[config.mk]
export PLATFORM = sky130hd
export DESIGN_NAME = uart_baud_gen
export DESIGN_NICKNAME = d
export VERILOG_FILES = /design/src/rtl/uart_baud_gen.sv
export SDC_FILE = /design/constraint.sdc
export NUM_CORES = 1
export LEC_CHECK = 0
export BUFFER_PORTS_ARGS = -buffer_cell sky130_fd_sc_hd__buf_2
export CAP_MARGIN = 20
export CORE_UTILIZATION = 57
export DETAILED_ROUTE_END_ITERATION = 10
export PLACE_DENSITY = 0.86
export REMOVE_ABC_BUFFERS = 1
export SLEW_MARGIN = 20
export SYNTH_ARGS = -nofsm -noshare
export SYNTH_HDL_FRONTEND = slang
export SYNTH_SLANG_ARGS = --single-unit
[constraint.sdc]
create_clock -name clk -period 9.1 [get_ports clk]
set_clock_uncertainty 0.1 [all_clocks]
set_input_delay 0.455 -clock clk [delete_from_list [all_inputs] [get_ports clk]]
set_output_delay 0.455 -clock clk [all_outputs]
set_load 0.05 [all_outputs]
[src/rtl/uart_baud_gen.sv]
module uart_baud_gen #(
  parameter int BRD_W          = 16,
  parameter int EXT_W          = 4,
  parameter int FIXED_M        = 16,
  parameter int EXT_MIN        = 8,
  parameter int BRD_MIN_DIRECT = 3
) (
  input  logic        clk,
  input  logic        rst_n,
  input  logic        cfg_we,
  input  logic [31:0] cfg_wdata,
  input  logic        irda_mode,
  output logic [31:0] cfg_rdata,
  output logic        baud_tick,
  output logic        ovs_tick,
  output logic        cfg_err
);
  localparam logic [31:0] RESET_VAL = 32'h0F00_0000;
  localparam logic [31:0] WMASK     = 32'h3F00_FFFF;
  localparam int XEN_BIT = 29;
  localparam int ONE_BIT = 28;
  localparam int EXT_LSB = 24;
  localparam int CNT_W   = BRD_W + 1;
  localparam int M_W     = EXT_W;
  localparam logic [M_W-1:0] M16_LIM = M_W'(FIXED_M - 1);

  logic [31:0]      cfg;
  logic [CNT_W-1:0] d_cnt;
  logic [M_W-1:0]   m_cnt;
  logic             err_q;

  wire             xen  = cfg[XEN_BIT];
  wire             one  = cfg[ONE_BIT];
  wire [EXT_W-1:0] ext  = cfg[EXT_LSB +: EXT_W];
  wire [BRD_W-1:0] brd  = cfg[BRD_W-1:0];

  wire legal   = !xen || (!irda_mode &&
                 (one ? (brd >= BRD_W'(BRD_MIN_DIRECT)) : (ext >= EXT_W'(EXT_MIN))));
  wire use_m16 = !legal || !xen;

  wire [M_W-1:0]   m_lim = use_m16 ? M16_LIM : (one ? '0 : ext);
  wire [CNT_W-1:0] d_lim = {1'b0, brd} + CNT_W'(1);
  wire             d_end = d_cnt >= d_lim;
  wire             m_end = m_cnt >= m_lim;

  always_ff @(posedge clk) begin
    if (!rst_n) begin
      cfg   <= RESET_VAL;
      d_cnt <= '0;
      m_cnt <= '0;
      err_q <= 1'b0;
    end else begin
      err_q <= err_q | !legal;
      if (cfg_we) begin
        cfg   <= cfg_wdata & WMASK;
        d_cnt <= '0;
        m_cnt <= '0;
      end else begin
        d_cnt <= d_end ? '0 : d_cnt + CNT_W'(1);
        if (d_end) m_cnt <= m_end ? '0 : m_cnt + M_W'(1);
      end
    end
  end

  assign cfg_rdata = cfg;
  assign baud_tick = d_end && m_end;
  assign ovs_tick  = d_end && use_m16;
  assign cfg_err   = err_q;
endmodule


---- Yosys cells after proc, flatten, opt, wreduce, memory -nomap -nowiden ----
Index checks and enable logic that the tools add are counted.
word-level totals
  register bits ........................... 44
  input port bits ......................... 36
  output and inout port bits .............. 35
  logic and storage cells ................. 27
operators by class
  add/sub/neg operators ................... 3
  magnitude comparators ................... 4
  muxes and demuxes ....................... 4
  bitwise gates (word level) .............. 2
  reduce and logical (&&, ||, !) cells .... 10
operator list
  cell                                                                                   count
  16-bit by 1-bit adder with 17-bit output (second input constant)                       1
  17-bit by 1-bit adder with 17-bit output (second input constant)                       1
  17-bit greater-or-equal comparator                                                     1
  16-bit by 2-bit greater-or-equal comparator with 1-bit output (second input constant)  1
  4-bit 2-to-1 mux                                                                       3
  4-bit by 1-bit adder with 4-bit output (second input constant)                         1
  4-bit greater-or-equal comparator                                                      1
  4-bit greater-or-equal comparator (second input constant)                              1
  1-bit logical AND                                                                      3
  1-bit logical NOT                                                                      3
  3-bit OR reduction                                                                     1
  1-bit logical OR                                                                       2
  2-bit OR reduction                                                                     1
  1-bit 2-to-1 mux                                                                       1
  1-bit inverter                                                                         1
  1-bit bitwise OR                                                                       1

---- Logic depth before layout (Yosys ltp) ----
  depth in word-level cells ............... 9
  gate-level depth with buffers ........... 14
  depth with buffers taken out ............ 12

---- Least setup slack after synthesis ----
Ideal clock, no wire load.
  path kind ............................... register -> output
  from .................................... register cfg[2] (netlist: cfg_rdata[2])
  to ...................................... output port ovs_tick
  arrival ................................. 3.164 ns
  required time ........................... 8.545 ns
  setup slack ............................. 5.381 ns
  cell stages (with the launch flop) ...... 13
  path buffers ............................ 1
  path through ............................ dfxtp_1 > and3_1 > and3_1 > and3_1 > clkbuf_1 > nand3_1 > xor2_1 > ha_1 > o21ai_0 > o22ai_1 > a31o_1 > a311o_1 > and2_1
between the ends
  cells in the longest elaborated chain, start to end .. 7
  elaborated cells between the ends (all ways) .. 9
  classes of those cells .................. add/sub (1); order compare (2); mux (1); reduce/logical (5)
ends and longest elaborated chain
  what                                                                              line  RTL
  start, declared                                                                   27    logic [31:0] cfg;
  start signal, assigned                                                            55    cfg <= cfg_wdata & WMASK;
  branches (longest 6 deep; another with 16-bit by 1-bit adder with 17-bit output)  -
  1-bit logical AND (*)                                                             67    assign ovs_tick = d_end && use_m16;
  end, declared                                                                     15    output logic ovs_tick,
Every way passes the cells marked *.

---- Final worst setup path ----
  from .................................... register cfg[0] (netlist: cfg_rdata[0])
  to ...................................... output port ovs_tick
The elaborated chain is that of the path after synthesis.

==> results.json <==
{
  "async_flop_share_pct": 0,
  "vias_per_cell": 5.36,
  "status": "finished clean",
  "worstPathCellList": "ha_1, nand3_1, nor2_1, and2_1, xnor2_1, ha_1, a211oi_2, o22ai_1, a31o_1, a311o_1, and2_1, buf_2",
  "routed-via-count": 2101,
  "ant_nets": 0,
  "leakagePower_uw": 0.00133,
  "min_path_type": "primary input to flop",
  "routedWlPerCell_um": 13.1,
  "synth_edf_count": 0,
  "synth_ff_type": "dfxtp_1",
  "seq_area_um2": 881,
  "path_clk_slew_ns": 0.08,
  "power_density_nw_per_um2": 141,
  "synth.avg_cell_area_um2": 8.90,
  "worst_pin_slew_ns": 0.654,
  "num_antenna_cells": 0,
  "finalWeightedCongestion": 0.806,
  "h-tree-depth": 2,
  "die_h_um": 69.4,
  "rows": 24,
  "grt-ovfl-total": 0,
  "clock_sinks": 44,
  "die_x_um": 69.4,
  "io_buffer_count": 50,
  "peakVddDrop_mv": 0.101,
  "synth_warnings": 0,
  "cts-root-buf": "clkbuf_8",
  "postCtsSetupRepairBufs": 0,
  "share_comb_of_total_power_pct": 18.9,
  "drc": 0,
  "critPathMaxFanout": 7,
  "drive_above_1_share_pct": 18.2,
  "netSwitchingPower_uw": 127,
  "min_path_cells": 3,
  "switching_share_pct": 30.9,
  "hp-start": "cfg_wdata[25]",
  "clock.fmax_mhz": 255,
  "reg2reg_to": "m_cnt[0]$_SDFFE_PP0N_",
  "clk_path_buf_depth": 2,
  "dp_hpwl_um": 3950,
  "worstPathRequired_ns": 8.55,
  "rsz0062_at_grt": "false",
  "critPathMaxStageDelay_ns": 0.44,
  "max-slew-margin-rel_pct": 56.4,
  "seq_area_frac_synth_pct": 34.0,
  "synth_cell_types": 36,
  "initial_core_util_pct": 59.5,
  "grt_max_degree": 25,
  "first_global_vias": 2062,
  "syn_inst": 291,
  "yosys_register_bits": 44,
  "dieArea_um2": 4820,
  "cap_violations": 0,
  "numCtsBuffers": 5,
  "ctsHoldBuffers": 0,
  "worst_r2r_startpoint": "cfg_rdata[0]$_SDFFE_PN0P_",
  "multi_input_area_um2": 1580,
  "fin_area_um2": 2910,
  "syn-cell-area_um2": 2590,
  "cts_tree": "built",
  "r2r_cells": 12,
  "p_int_uw": 284,
  "setup_viol": 0,
  "coreArea_um2": 4350,
  "cp-start-kind": "flop",
  "min_to": "cfg_rdata[25]$_SDFFE_PN1P_",
  "fin_crit_ns": 3.93,
  "antenna_found_initial": 0,
  "ios": 71,
  "critPathKind": "flop to output pin",
  "drtIter0Drc": 88,
  "critical-path-slowest-cell": "dfxtp_1",
  "cts_resized": 0,
  "wl_um": 5120,
  "fin_nets": 399,
  "critPathCaptureType": "output pin",
  "track_usage_pct": 21.9,
  "worstPathArrival_ns": 3.37,
  "area_delta_synth_final_pct": 12.4,
  "power_frac_clock_pct": 30.4,
  "placed_area_um2": 2820,
  "layout_setup_ws_ns": 5.17,
  "drtPass1Iterations": 4,
  "reg2reg_slack_ns": 5.76,
  "slew_violations": 0,
  "hold_violations": 0,
  "dp_worst_setup_slack_ns": 5.57,
  "clock_latency_ns": 0.30,
  "nFillCells": 343,
  "seqPwrFrac_pct": 50.7,
  "period_share_pct": 43.2,
  "final_util_pct": 66.8,
  "grt_pass1_wl_um": 8650,
  "fin_tns_setup_ns": 0
}
[cells in the mapped netlist (2+ instances only)]
library cell / instances / area, um2
nor2b_1: 21 / 131
ha_1: 24 / 300
nand2b_1: 2 / 12.5
dfxtp_1: 44 / 881
buf_6: 2 / 22.5
nor2_1: 30 / 113
a21o_1: 2 / 15.0
inv_1: 10 / 37.5
xor2_1: 16 / 140
nand4_1: 8 / 50.1
and2_1: 4 / 25.0
and3_1: 8 / 50.1
nand3_1: 17 / 85.1
a21oi_1: 11 / 55.1
mux2i_1: 22 / 220
o211ai_2: 2 / 25.0
clkbuf_1: 4 / 15.0
xnor2_1: 13 / 114
o21ai_0: 5 / 25.0
nand2_1: 18 / 67.6
buf_4: 10 / 75.1
nor4_1: 4 / 25.0
[final cells by class]
class	count	share of cell area, %
tap	52	2.24
clock inverter	2	0.344
sequential	44	30.3
inverter	10	1.29
timing repair buffer	50	8.60
multi-input combinational	228	54.4
clock buffer	6	2.84
[placed cells by master, fill, tap and decap left out, types with 2 or more instances in the layout]
| master | n |
|---|---|
| buf_2 | 50 |
| dfxtp_1 | 44 |
| nor2_1 | 30 |
| ha_1 | 24 |
| mux2i_1 | 22 |
| nor2b_1 | 21 |
| nand2_1 | 18 |
| nand3_1 | 17 |
| xor2_1 | 16 |
| xnor2_1 | 13 |
| a21oi_1 | 11 |
| inv_1 | 10 |
| conb_1 | 10 |
| nand4_1 | 8 |
| and3_1 | 8 |
| clkbuf_8 | 6 |
| o21ai_0 | 5 |
| nor4_1 | 4 |
| and2_1 | 4 |
| a21o_1 | 2 |
| nand2b_1 | 2 |
| o211ai_2 | 2 |
| clkinv_2 | 2 |
[logic make-up after synthesis]
kind of cell,after synthesis,synth area share [%]
AND/OR/NAND/NOR,116,22.9
flip-flops,44,34.0
XOR/XNOR,29,9.81
buffers and inverters,28,6.13
AO/OA/AOI/OAI,27,6.91
adder cells (fa/ha/maj),24,11.6
multiplexers,22,8.50
other,1,0.145
[layer usage]
metal | track usage [%] | wire, um | up-vias
met1 | 24.5 | 2240 | 971
met2 | 40.3 | 2600 | 47
met3 | 4.94 | 178 | 11
li1 | - | - | 1072
met5 | 0 | 0 | -
met4 | 7.48 | 93 | 0
[power groups by stage]
stage / registers [uW] / logic (uW) / clock network, uW
global route: 209 / 83.3 / 134
detailed placement: 212 / 77.2 / 0
finish: 208 / 77.4 / 125
floorplan: 231 / 36.0 / 0
global placement: 212 / 74.9 / 0
CTS: 208 / 77.7 / 127
[registers in the layout, indices dropped and copies added, names as in the netlist]
name	flops
cfg_rdata	22
d_cnt	17
m_cnt	4
cfg_err	1
[metrics by stage]
step	hold WS, ns	instances	total power [uW]
final	0.276	392	410
after global routing	0.278	392	427
after CTS	0.272	392	413
after detailed placement	0.349	384	289
after global placement	0.337	384	287
after floorplan	0.325	282	267
[worst max-delay path: cells and delay by family, from the launching register on]
kind	cells	cell delay, ns
compound gates	4	0.91
simple gates	4	0.82
fa+ha+maj	2	0.56
flops	1	0.44
buf+inv	1	0.20
xor+xnor	1	0.14
[how the worst max path moves through the flow]
stage,from,slack (ns),endpoint,cells past startpoint
3_3_place_gp,cfg_rdata[0]$_SDFFE_PN0P_,5.60,ovs_tick,12
6_report,cfg_rdata[0]$_SDFFE_PN0P_,5.17,ovs_tick,12
4_1_cts,cfg_rdata[0]$_SDFFE_PN0P_,5.21,ovs_tick,12
3_5_place_dp,cfg_rdata[0]$_SDFFE_PN0P_,5.57,ovs_tick,12
2_1_floorplan,cfg_rdata[2]$_SDFFE_PN0P_,5.47,ovs_tick,11
5_1_grt,cfg_rdata[0]$_SDFFE_PN0P_,5.00,ovs_tick,12
Note: power is estimated with default switching activity, not from simulation.
